[src/rtl/lane_mask_stack_pkg.sv]
package lane_mask_stack_pkg;

    typedef enum logic [1:0] {
        OP_NOP   = 2'b00,
        OP_IF    = 2'b01,
        OP_ELSE  = 2'b10,
        OP_ENDIF = 2'b11
    } mask_op_e;

    typedef enum logic [1:0] {
        ST_EMPTY  = 2'b00,
        ST_NESTED = 2'b01,
        ST_FULL   = 2'b10
    } depth_state_e;

endpackage

[src/rtl/mask_ctrl_fsm.sv]
module mask_ctrl_fsm
    import lane_mask_stack_pkg::*;
#(
    parameter int DEPTH = 8,
    localparam int PTR_W = $clog2(DEPTH + 1)
) (
    input  logic             clk,
    input  logic             rst_n,
    input  logic             init_load,
    input  logic             cmd_valid,
    input  logic [1:0]       cmd_op,
    output logic             do_push,
    output logic             do_pop,
    output logic             do_else,
    output logic             ovf_now,
    output logic             unf_now,
    output logic [PTR_W-1:0] depth
);

    depth_state_e state, state_nxt;
    logic [PTR_W-1:0] depth_nxt;
    mask_op_e op;

    assign op = mask_op_e'(cmd_op);

    // state register and depth counter
    always_ff @(posedge clk or negedge rst_n) begin
        if (!rst_n) begin
            state <= ST_EMPTY;
            depth <= '0;
        end else begin
            state <= state_nxt;
            depth <= depth_nxt;
        end
    end

    // transitions: T_OPEN, T_CLOSE, T_CLEAR
    always_comb begin
        depth_nxt = depth;
        if (init_load)
            depth_nxt = '0;
        else if (do_push)
            depth_nxt = depth + PTR_W'(1);
        else if (do_pop)
            depth_nxt = depth - PTR_W'(1);

        if (depth_nxt == '0)
            state_nxt = ST_EMPTY;
        else if (depth_nxt == PTR_W'(DEPTH))
            state_nxt = ST_FULL;
        else
            state_nxt = ST_NESTED;
    end

    // outputs per state
    always_comb begin
        do_push = 1'b0;
        do_pop  = 1'b0;
        do_else = 1'b0;
        ovf_now = 1'b0;
        unf_now = 1'b0;
        if (cmd_valid && !init_load) begin
            unique case (state)
                ST_EMPTY: begin
                    if (op == OP_IF)
                        do_push = 1'b1;
                    else if (op == OP_ELSE || op == OP_ENDIF)
                        unf_now = 1'b1;
                end
                ST_NESTED: begin
                    if (op == OP_IF)
                        do_push = 1'b1;
                    else if (op == OP_ELSE)
                        do_else = 1'b1;
                    else if (op == OP_ENDIF)
                        do_pop = 1'b1;
                end
                ST_FULL: begin
                    if (op == OP_IF)
                        ovf_now = 1'b1;
                    else if (op == OP_ELSE)
                        do_else = 1'b1;
                    else if (op == OP_ENDIF)
                        do_pop = 1'b1;
                end
                default: ;
            endcase
        end
    end

endmodule

[src/rtl/mask_save_stack.sv]
module mask_save_stack #(
    parameter int LANES = 64,
    parameter int DEPTH = 8,
    localparam int PTR_W = $clog2(DEPTH + 1)
) (
    input  logic             clk,
    input  logic             rst_n,
    input  logic             push,
    input  logic [PTR_W-1:0] depth,
    input  logic [LANES-1:0] wr_data,
    output logic [LANES-1:0] top
);

    logic [LANES-1:0] slot_q [DEPTH];

    for (genvar i = 0; i < DEPTH; i++) begin : g_slot
        logic [LANES-1:0] q;
        always_ff @(posedge clk or negedge rst_n) begin
            if (!rst_n)
                q <= '0;
            else if (push && depth == PTR_W'(i))
                q <= wr_data;
        end
        assign slot_q[i] = q;
    end

    always_comb begin
        top = '0;
        for (int i = 0; i < DEPTH; i++)
            if (depth == PTR_W'(i + 1))
                top = slot_q[i];
    end

endmodule

[src/rtl/mask_next_calc.sv]
module mask_next_calc #(
    parameter int LANES = 64
) (
    input  logic             init_load,
    input  logic [LANES-1:0] init_mask,
    input  logic             do_push,
    input  logic             do_else,
    input  logic             do_pop,
    input  logic [LANES-1:0] cur,
    input  logic [LANES-1:0] cond,
    input  logic [LANES-1:0] top,
    output logic [LANES-1:0] nxt
);

    always_comb begin
        if (init_load)
            nxt = init_mask;
        else if (do_push)
            nxt = cond & cur;
        else if (do_else)
            nxt = ~cur & top;
        else if (do_pop)
            nxt = top;
        else
            nxt = cur;
    end

endmodule

[src/rtl/lane_mask_stack.sv]
module lane_mask_stack
    import lane_mask_stack_pkg::*;
#(
    parameter int LANES = 64,
    parameter int DEPTH = 8,
    localparam int PTR_W = $clog2(DEPTH + 1)
) (
    input  logic             clk,
    input  logic             rst_n,
    input  logic             init_load,
    input  logic [LANES-1:0] init_mask,
    input  logic             cmd_valid,
    input  logic [1:0]       cmd_op,
    input  logic [LANES-1:0] cond,
    output logic [LANES-1:0] exec_mask,
    output logic             exec_none,
    output logic             err_overflow,
    output logic             err_underflow
);

    logic             do_push, do_pop, do_else, ovf_now, unf_now;
    logic [PTR_W-1:0] depth;
    logic [LANES-1:0] top, exec_nxt;

    mask_ctrl_fsm #(.DEPTH(DEPTH)) u_ctrl (
        .clk       (clk),
        .rst_n     (rst_n),
        .init_load (init_load),
        .cmd_valid (cmd_valid),
        .cmd_op    (cmd_op),
        .do_push   (do_push),
        .do_pop    (do_pop),
        .do_else   (do_else),
        .ovf_now   (ovf_now),
        .unf_now   (unf_now),
        .depth     (depth)
    );

    mask_save_stack #(.LANES(LANES), .DEPTH(DEPTH)) u_stack (
        .clk     (clk),
        .rst_n   (rst_n),
        .push    (do_push),
        .depth   (depth),
        .wr_data (exec_mask),
        .top     (top)
    );

    mask_next_calc #(.LANES(LANES)) u_calc (
        .init_load (init_load),
        .init_mask (init_mask),
        .do_push   (do_push),
        .do_else   (do_else),
        .do_pop    (do_pop),
        .cur       (exec_mask),
        .cond      (cond),
        .top       (top),
        .nxt       (exec_nxt)
    );

    always_ff @(posedge clk or negedge rst_n) begin
        if (!rst_n) begin
            exec_mask     <= '1;
            exec_none     <= 1'b0;
            err_overflow  <= 1'b0;
            err_underflow <= 1'b0;
        end else begin
            exec_mask     <= exec_nxt;
            exec_none     <= (exec_nxt == '0);
            err_overflow  <= ovf_now;
            err_underflow <= unf_now;
        end
    end

endmodule

[config.mk]
export PLATFORM = sky130hd
export DESIGN_NAME = lane_mask_stack
export DESIGN_NICKNAME = d
export VERILOG_FILES = /design/src/rtl/lane_mask_stack_pkg.sv /design/src/rtl/mask_ctrl_fsm.sv /design/src/rtl/mask_save_stack.sv /design/src/rtl/mask_next_calc.sv /design/src/rtl/lane_mask_stack.sv
export SDC_FILE = /design/constraint.sdc
export NUM_CORES = 1
export LEC_CHECK = 0
export BUFFER_PORTS_ARGS = -buffer_cell sky130_fd_sc_hd__buf_4
export CAP_MARGIN = 20
export CORE_MARGIN = 10
export CORE_UTILIZATION = 35
export CTS_BUF_LIST = sky130_fd_sc_hd__clkbuf_16
export DETAILED_ROUTE_END_ITERATION = 12
export PLACE_DENSITY_LB_ADDON = 0.25
export SYNTH_ARGS = -nofsm -noshare
export SYNTH_HDL_FRONTEND = slang
export SYNTH_SLANG_ARGS = --single-unit
[constraint.sdc]
create_clock -name clk -period 4 [get_ports clk]
set_input_delay 0.8 -clock clk [delete_from_list [all_inputs] [get_ports clk]]
set_output_delay 0.8 -clock clk [all_outputs]
set_load 0.1 [all_outputs]
Yosys cells after proc, flatten, opt, wreduce, memory -nomap -nowiden
Index checks and enable logic that the tools add are counted.
Cells by class
  equality and inequality tests: 14
  add/subtract/negate cells: 2
  reductions and logical operators: 17
  mux-type cells: 35
  bitwise gates (word level): 3
Operator list (count)
  $mux 64: 12
  $and 64x64->64: 2
  $logic_not 64->1: 1
  $not 64->64: 1
  $mux 1: 18
  $eq 4x3->1 const B: 4
  $mux 4: 3
  $logic_and 1x1->1: 9
  $eq 4x2->1 const B: 2
  $eq 4x4->1 const B: 2
  $logic_not 4->1: 2
  $eq 2x2->1 const B: 3
  $add 4x1->4 const B: 1
  $eq 2x1->1 const B: 2
  $eq 4x1->1 const B: 1
  $mux 2: 2
  $reduce_or 2->1: 2
  $sub 4x1->4 const B: 1
  $logic_not 2->1: 1
  $logic_not 1->1: 1
  $logic_or 1x1->1: 1
Storage, ports and cells
  bits in registers: 585
  bits of input ports: 134

Depth between registers and ports, before layout
Gate-level depths: netlist of run 1.
  word-level depth: 14
  gate-level depth with buffers: 15

Modules after synthesis
Synthesis of run 1 repeated with hierarchy kept, for this count alone.
Second synthesis, totals
  cells, all modules: 2342
  area total of the unflattened synthesis: 28623.7 um^2
Modules (own cells, without submodules)
  mask_save_stack: cells each 1842, area an instance 23327.4 um^2, sequential area each 12812.3 um^2, times used 1
  mask_next_calc: cells each 360, area an instance 2907.8 um^2, sequential area each 0.0 um^2, times used 1
  lane_mask_stack: cells each 88, area an instance 1900.6 um^2, sequential area each 1756.7 um^2, times used 1
  mask_ctrl_fsm: cells each 52, area an instance 488.0 um^2, sequential area each 150.1 um^2, times used 1

Worst setup path after synthesis of run 1
No wires, ideal clock.
  kind: input-to-reg
  from: input port init_load
  to: register u_stack.g_slot[4].q[15]
  cell stages on the path: 11
  arrival time: 3.289 ns
  data required time: 3.875 ns
  setup slack: 0.586 ns
  path buffers: 7
  library setup time: 0.125 ns
  path through: buf_6 nand2b_4 buf_2 nor3_2 buf_2 buf_2 buf_1 and3_1 clkbuf_1 clkbuf_1 mux2_2
On the way
  cells in the longest elaborated chain, start to end: 4
RTL lines
  from (decl): line lane_mask_stack.sv:10  | input logic init_load,
  $logic_not 1->1: line mask_ctrl_fsm.sv:62  | if (cmd_valid && !init_load) begin
  $logic_and 1x1->1: line mask_ctrl_fsm.sv:62
  $mux 1: line mask_ctrl_fsm.sv:62
  $logic_and 1x1->1: line mask_save_stack.sv:21  | else if (push && depth == PTR_W'(i))
  to (signal assigned): line mask_save_stack.sv:22  | q <= wr_data;
  to (decl): line mask_save_stack.sv:17  | logic [LANES-1:0] q;
No other way between the ends.
A chain may end at the register's enable or synchronous reset.

Worst setup path after layout of run 1
  from: register u_ctrl.depth[0]
  to: register exec_none
On the way
  cells in the longest elaborated chain, start to end: 14
RTL lines
  from (decl): line mask_ctrl_fsm.sv:17  | output logic [PTR_W-1:0] depth
  from (signal assigned): line mask_ctrl_fsm.sv:33  | depth <= depth_nxt;
  $eq 4x1->1: line mask_save_stack.sv:30  | if (depth == PTR_W'(i + 1))
  $mux 64 (7 in a row): line mask_save_stack.sv:30
  $mux 64 *: line mask_save_stack.sv:30
  $mux 64 / $and 64x64->64 (equally long branches): line mask_next_calc.sv:22, mask_next_calc.sv:21
  $mux 64 *: line mask_next_calc.sv:20  | else if (do_else)
  $mux 64 *: line mask_next_calc.sv:18  | else if (do_push)
  $mux 64 *: line mask_next_calc.sv:16  | if (init_load)
  $logic_not 64->1 *: line lane_mask_stack.sv:68  | exec_none <= (exec_nxt == '0);
  to (signal assigned): line lane_mask_stack.sv:68
  to (decl): line lane_mask_stack.sv:16  | output logic exec_none,
Every way passes the cells marked *; elsewhere a longest branch is shown, timed or not.

==> reports/qor.yml, run 1 <==
outcome: "completed"
rsz0062_at_grt: "no"
yosysTopAreaCellShare_pct: 46.2
drt-total-wl_mm: 105
slew_violations: 0
maxCapViolations: 0
period_share_pct: 96.3
finalHoldViolCount: 0
clk_latency_ps: 600
utilization_pct: 41.8
start_kind: "flop"
numClockSinks: 585
globalplace.congestion: 0.847
placed_area_um2: 31500
drive_gt1_share_pct: 39.0
synth_ff_type: "dfrtp_1"
track_usage_pct: 21.8
yosys.area.top_type: "dfrtp_1"
syn_inst: 2405
coreArea_um2: 80200
final_cells: 3653
grt_start_max_net_pins: 86
gr-total-overflow: 0
slew_headroom_pct: 43.5
grt_pass1_vias: 22800
place_inst: 3532
synth-adder-area-share_pct: 0.310
worstPathArrival_ps: 4350
hold_path_class: "in2async"
root_buffer: "clkbuf_16"
portBuffers: 200
async_flop_share_pct: 100
die-width_um: 304
setup_violations: 0
routedWlPerCell_um: 28.6
timing.rr.end: "exec_none"
worstReg2RegStart: "u_ctrl.depth[0]"
htreeDepth: 3
syn_area_um2: 28200
vias_per_cell: 6.02
nNetsFinal: 2682
synth_warnings: 0
ios: 201
area_growth_pct: 18.8
end_kind: "flop"
synth-edff-count: 0
clockBufferDepth: 3
initial_core_util_pct: 35.2
hpwl_mm: 66.7
ys_seq_elements: 585
num_rows: 104
dieHeight_um: 304
tns_ps: 0
cts-hold-fix-buffers: 0
total_power_mw: 17.9
dieArea_um2: 92400
postRouteAntennaNets: 0
synthSimpleGateAreaFrac_pct: 6.82
synth_top_family_by_area: "multiplexers"
tightest_slew_ps: 848
final_area_um2: 33500
antenna_found_initial: 3
drtIter0Drc: 1884
r2r_cells: 13
ys_seq_area_share_pct: 52.2
numCtsBuffers: 66
syn_nets: 2546
syn_avg_cell_area_um2: 11.7
leakage_nw: 15.4
critical_path_class: "reg2reg"
vias: 22000
muxShareOfSynthArea_pct: 19.1
synthXorXnorAreaFrac_pct: 0.0621
synthDistinctLibCells: 81
min_period_ps: 3850
drcViolationCount: 0
diodes: 0
cp.required_ps: 4500
reg2reg_slack_ps: 150
synth_area_leaders: "dfrtp_1 46%, mux2_2 19%, dfstp_2 6.0%, o21ai_0 2.5%, clkbuf_1 2.4%"
synth-compound-area-share_pct: 17.0
tritoncts: "yes"
ir_worst_vdd_uv: 300
grt_pass1_wl_mm: 155
skew_ps: 20.4
clk_pin_slew_ps: 60
drt_pre_antenna_iters: 5
power-per-cell-area_nw_per_um2: 534
fmax_ghz: 0.260
crit_fanout: 13
-- state kept, by name (all words and copies together) (netlist names) --
register          count
u_stack.g_slot.q    512
exec_mask            64
u_ctrl.depth          4
u_ctrl.state          2
err_overflow          1
err_underflow         1
exec_none             1
-- placed cells by master (no fill, tap or decap), drive strengths merged, types with 29 or more instances in the layout --
cell and n:
a21oi 113, a221o 29, a221oi 69, a32oi 31
buf 334, clkbuf 69, dfrtp 521, dfstp 64
inv 75, mux2 478, nand2 93, nand3b 40
nor2 66, o21ai 139, o221ai 37, o22ai 34
-- metal layers --
layer | up-vias | routed length (µm) | track usage (%)
li1 | 9326 | - | -
met1 | 11600 | 44600 | 29.0
met2 | 911 | 49100 | 34.9
met3 | 166 | 7710 | 4.22
met4 | 2 | 3060 | 7.74
met5 | - | 13 | 0
-- synth_stat cells, types with 40 or more instances --
cell	instances
nor2_1	66
dfstp_2	64
o21ai_0	139
mux2_2	478
a221oi_1	69
nand3b_1	40
nand2_1	93
clkbuf_1	180
a21oi_1	113
buf_2	49
inv_1	50
dfrtp_1	521
-- repair_timing --
action                                 in CTS  in global routing
setup endpoints to repair                   1                  1
endpoints found under the hold margin       0                  0
gates resized for setup                     5                 11
pin swaps                                   0                  1
buffers inserted                            0                  1
-- power breakdown --
part / internal, mW / switching, mW
sequential: 6.93 / 0.826
clock: 3.17 / 2.46
combinational: 1.62 / 2.88
total: 11.7 / 6.17
-- worst max-delay path: stages (launching register included) --
cell,delay [ps]
dfrtp_1,380
inv_1,170
ha_4,250
buf_4,250
buf_4,260
inv_2,250
o221ai_1,260
a21oi_1,90
a221o_1,350
a2111oi_2,380
buf_4,210
nand4_1,160
or4_1,560
nor4_2,150
-- cell type report --
cell class / count / area [µm²]
inverters: 52 / 195
clock buffers: 69 / 1730
flip-flops and latches: 585 / 14700
fillers: 7645 / 46600
repair buffers: 334 / 2880
well taps: 1060 / 1330
clock inverters: 51 / 244
multi-input cells: 1502 / 12400
-- worst max-delay path by stage --
stage,startpoint,endpoint,depth (start not counted)
5_1_grt,u_ctrl.depth[0],exec_none,12
4_1_cts,u_ctrl.depth[1],exec_none,13
6_report,u_ctrl.depth[0],exec_none,13
2_1_floorplan,init_load,u_stack.g_slot[4].q[15],11
3_5_place_dp,init_load,exec_none,12
3_3_place_gp,init_load,exec_none,12
-- stage by stage --
stage	hold slack, ps	setup slack [ps]
finish	219	147
global route	273	12.4
CTS	246	15.8
detailed placement	467	-172
global placement	452	-165
floorplan	441	586
-- logic make-up after synthesis --
logic type      Yosys count
compound gates          668
flops                   585
mux                     479
simple gates            346
buf+inv                 318
fa+ha+maj                 7
xor+xnor                  2
No activity file was read; power rests on OpenSTA's default activity.
==> run 2, diff against run 1 <==
- SYNTH_HIERARCHICAL: not set -> 1
==> reports/qor.yml, run 2 <==
outcome: "completed"
area_growth_pct: 17.5
synth_warnings: 6
drcViolationCount: 0
syn_avg_cell_area_um2: 12.2
place_inst: 3491
tns_ps: 0
synth_ff_type: "dfrtp_1"
grt_start_max_net_pins: 116
drt_pre_antenna_iters: 7
tightest_slew_ps: 1110
hold_path_class: "in2async"
slew_headroom_pct: 26.2
power-per-cell-area_nw_per_um2: 429
numClockSinks: 585
final_cells: 3611
hpwl_mm: 57.4
root_buffer: "clkbuf_16"
fillCellCount: 7581
num_rows: 104
yosysMostFrequentCell: "mux2_2"
globalplace.congestion: 0.797
fmax_ghz: 0.261
gr-total-overflow: 0
cp.required_ps: 4520
crit_fanout: 51
worstReg2RegStart: "u_ctrl/depth[0]"
coreArea_um2: 80800
vias_per_cell: 5.83
drtIter0Drc: 1633
synth_area_leaders: "dfrtp_1 46%, mux2_2 23%, dfstp_2 5.9%, o221ai_1 3.9%, a21oi_1 3.4%"
utilization_pct: 41.6
vias: 21000
die-width_um: 306
syn_area_um2: 28600
drt-total-wl_mm: 92.8
syn_inst: 2342
rsz0062_at_grt: "no"
top_register: "u_stack/g_slot.q"
timing.rr.end: "exec_none"
track_usage_pct: 19.5
ys_seq_elements: 585
worstPathArrival_ps: 4350
min_period_ps: 3830
grt_pass1_wl_mm: 141
clockBufferDepth: 3
skew_ps: 24.6
finalHoldViolCount: 0
maxCapViolations: 0
setup_violations: 0
portBuffers: 200
dieArea_um2: 93600
end_kind: "flop"
postCtsSetupBuffers: 0
antenna_found_initial: 1
yosysTopAreaCellShare_pct: 45.5
reg_top3: "u_stack/g_slot.q (512), exec_mask (64), u_ctrl/depth (4)"
ir_worst_vdd_uv: 257
period_share_pct: 95.7
clk_pin_slew_ps: 60
initial_core_util_pct: 35.4
layout_common_cells: "576 x mux2_2, 519 x dfrtp_1, 243 x buf_4"
cts-hold-fix-buffers: 0
yosys.area.top_type: "dfrtp_1"
htreeDepth: 3
synthDistinctLibCells: 49
routedWlPerCell_um: 25.7
clk_latency_ps: 610
synth-edff-count: 0
grt_pass1_vias: 21900
largest_reg_flops: 512
r2r_cells: 10
leakage_nw: 14.7
nNetsFinal: 2638
postRouteAntennaNets: 0
cts-resized-gates: 0
async_flop_share_pct: 100
layout_commonest_cell: "mux2_2"
syn_nets: 2481
ys_seq_area_share_pct: 51.4
drive_gt1_share_pct: 40.4
dieHeight_um: 306
yosys-top-cells-count: "576 x mux2_2, 521 x dfrtp_1, 195 x a21oi_1"
critical_path_class: "reg2reg"
reg2reg_slack_ps: 170
numCtsBuffers: 66
slew_violations: 0
start_kind: "flop"
ios: 201
tritoncts: "yes"
diodes: 0
## run 2: worst max-delay path, stage by stage (launching register included)
cell and delay [ps]:
dfrtp_4 580, nor4b_4 530, buf_12 320, a21oi_1 70, a221o_1 370, mux2i_1 150, o221ai_1 120, mux2_2 290
nor4_1 550, nand4_1 350, nor4_2 330
## run 2: per-layer routing
metal,up-vias,routed length (µm),global-route usage (%)
met5,-,0,0
met4,0,3010,6.81
met3,155,6020,4.00
met2,728,43800,31.8
met1,11000,40000,25.4
li1,9164,-,-
## run 2: power breakdown
part / total [mW] / switching, mW / internal [mW]
clock network: 5.65 / 2.42 / 3.23
logic: 1.95 / 1.22 / 0.727
registers: 6.83 / 0.441 / 6.39
## run 2: how the worst max path moves through the flow
| stage | end | from | cells after the start |
|---|---|---|---|
| 2_1_floorplan | exec_none | u_ctrl/depth[0] | 12 |
| 3_3_place_gp | exec_none | init_load | 13 |
| 3_5_place_dp | exec_none | init_load | 13 |
| 4_1_cts | exec_none | u_ctrl/depth[0] | 12 |
| 5_1_grt | exec_none | u_ctrl/depth[2] | 10 |
| 6_report | exec_none | u_ctrl/depth[0] | 10 |
## run 2: layout make-up
type | count | area, µm² | share of cell area, %
clock buffers | 69 | 1730 | 5.13
multi-input cells | 1557 | 13000 | 38.6
repair buffers | 280 | 2560 | 7.61
flip-flops and latches | 585 | 14700 | 43.8
inverters | 9 | 37.5 | 0.112
well taps | 1060 | 1330 | 3.94
clock inverters | 51 | 265 | 0.788
## run 2: kinds of logic (layout without fill, tap and decap cells)
kind of cell | count (synthesis) | after routing | share of synthesized area [%]
muxes | 647 | 647 | 25.1
DFF | 585 | 585 | 51.4
AOI/OAI and AO/OA | 584 | 584 | 13.9
and+or+nand+nor | 321 | 321 | 5.82
buffers and inverters | 200 | 409 | 3.48
adders and majority gates | 5 | 5 | 0.219
## run 2: through the flow
stage / hold WS (ps) / setup WS (ps) / total power [mW] / instance area [µm²]
floorplan: 471 / 1020 / 8.09 / 28600
global placement: 480 / 173 / 8.82 / 31700
CTS: 357 / 227 / 14.6 / 33600
finish: 281 / 171 / 14.4 / 33600
detailed placement: 485 / 144 / 8.90 / 31700
global route: 354 / 64.5 / 15.0 / 33600
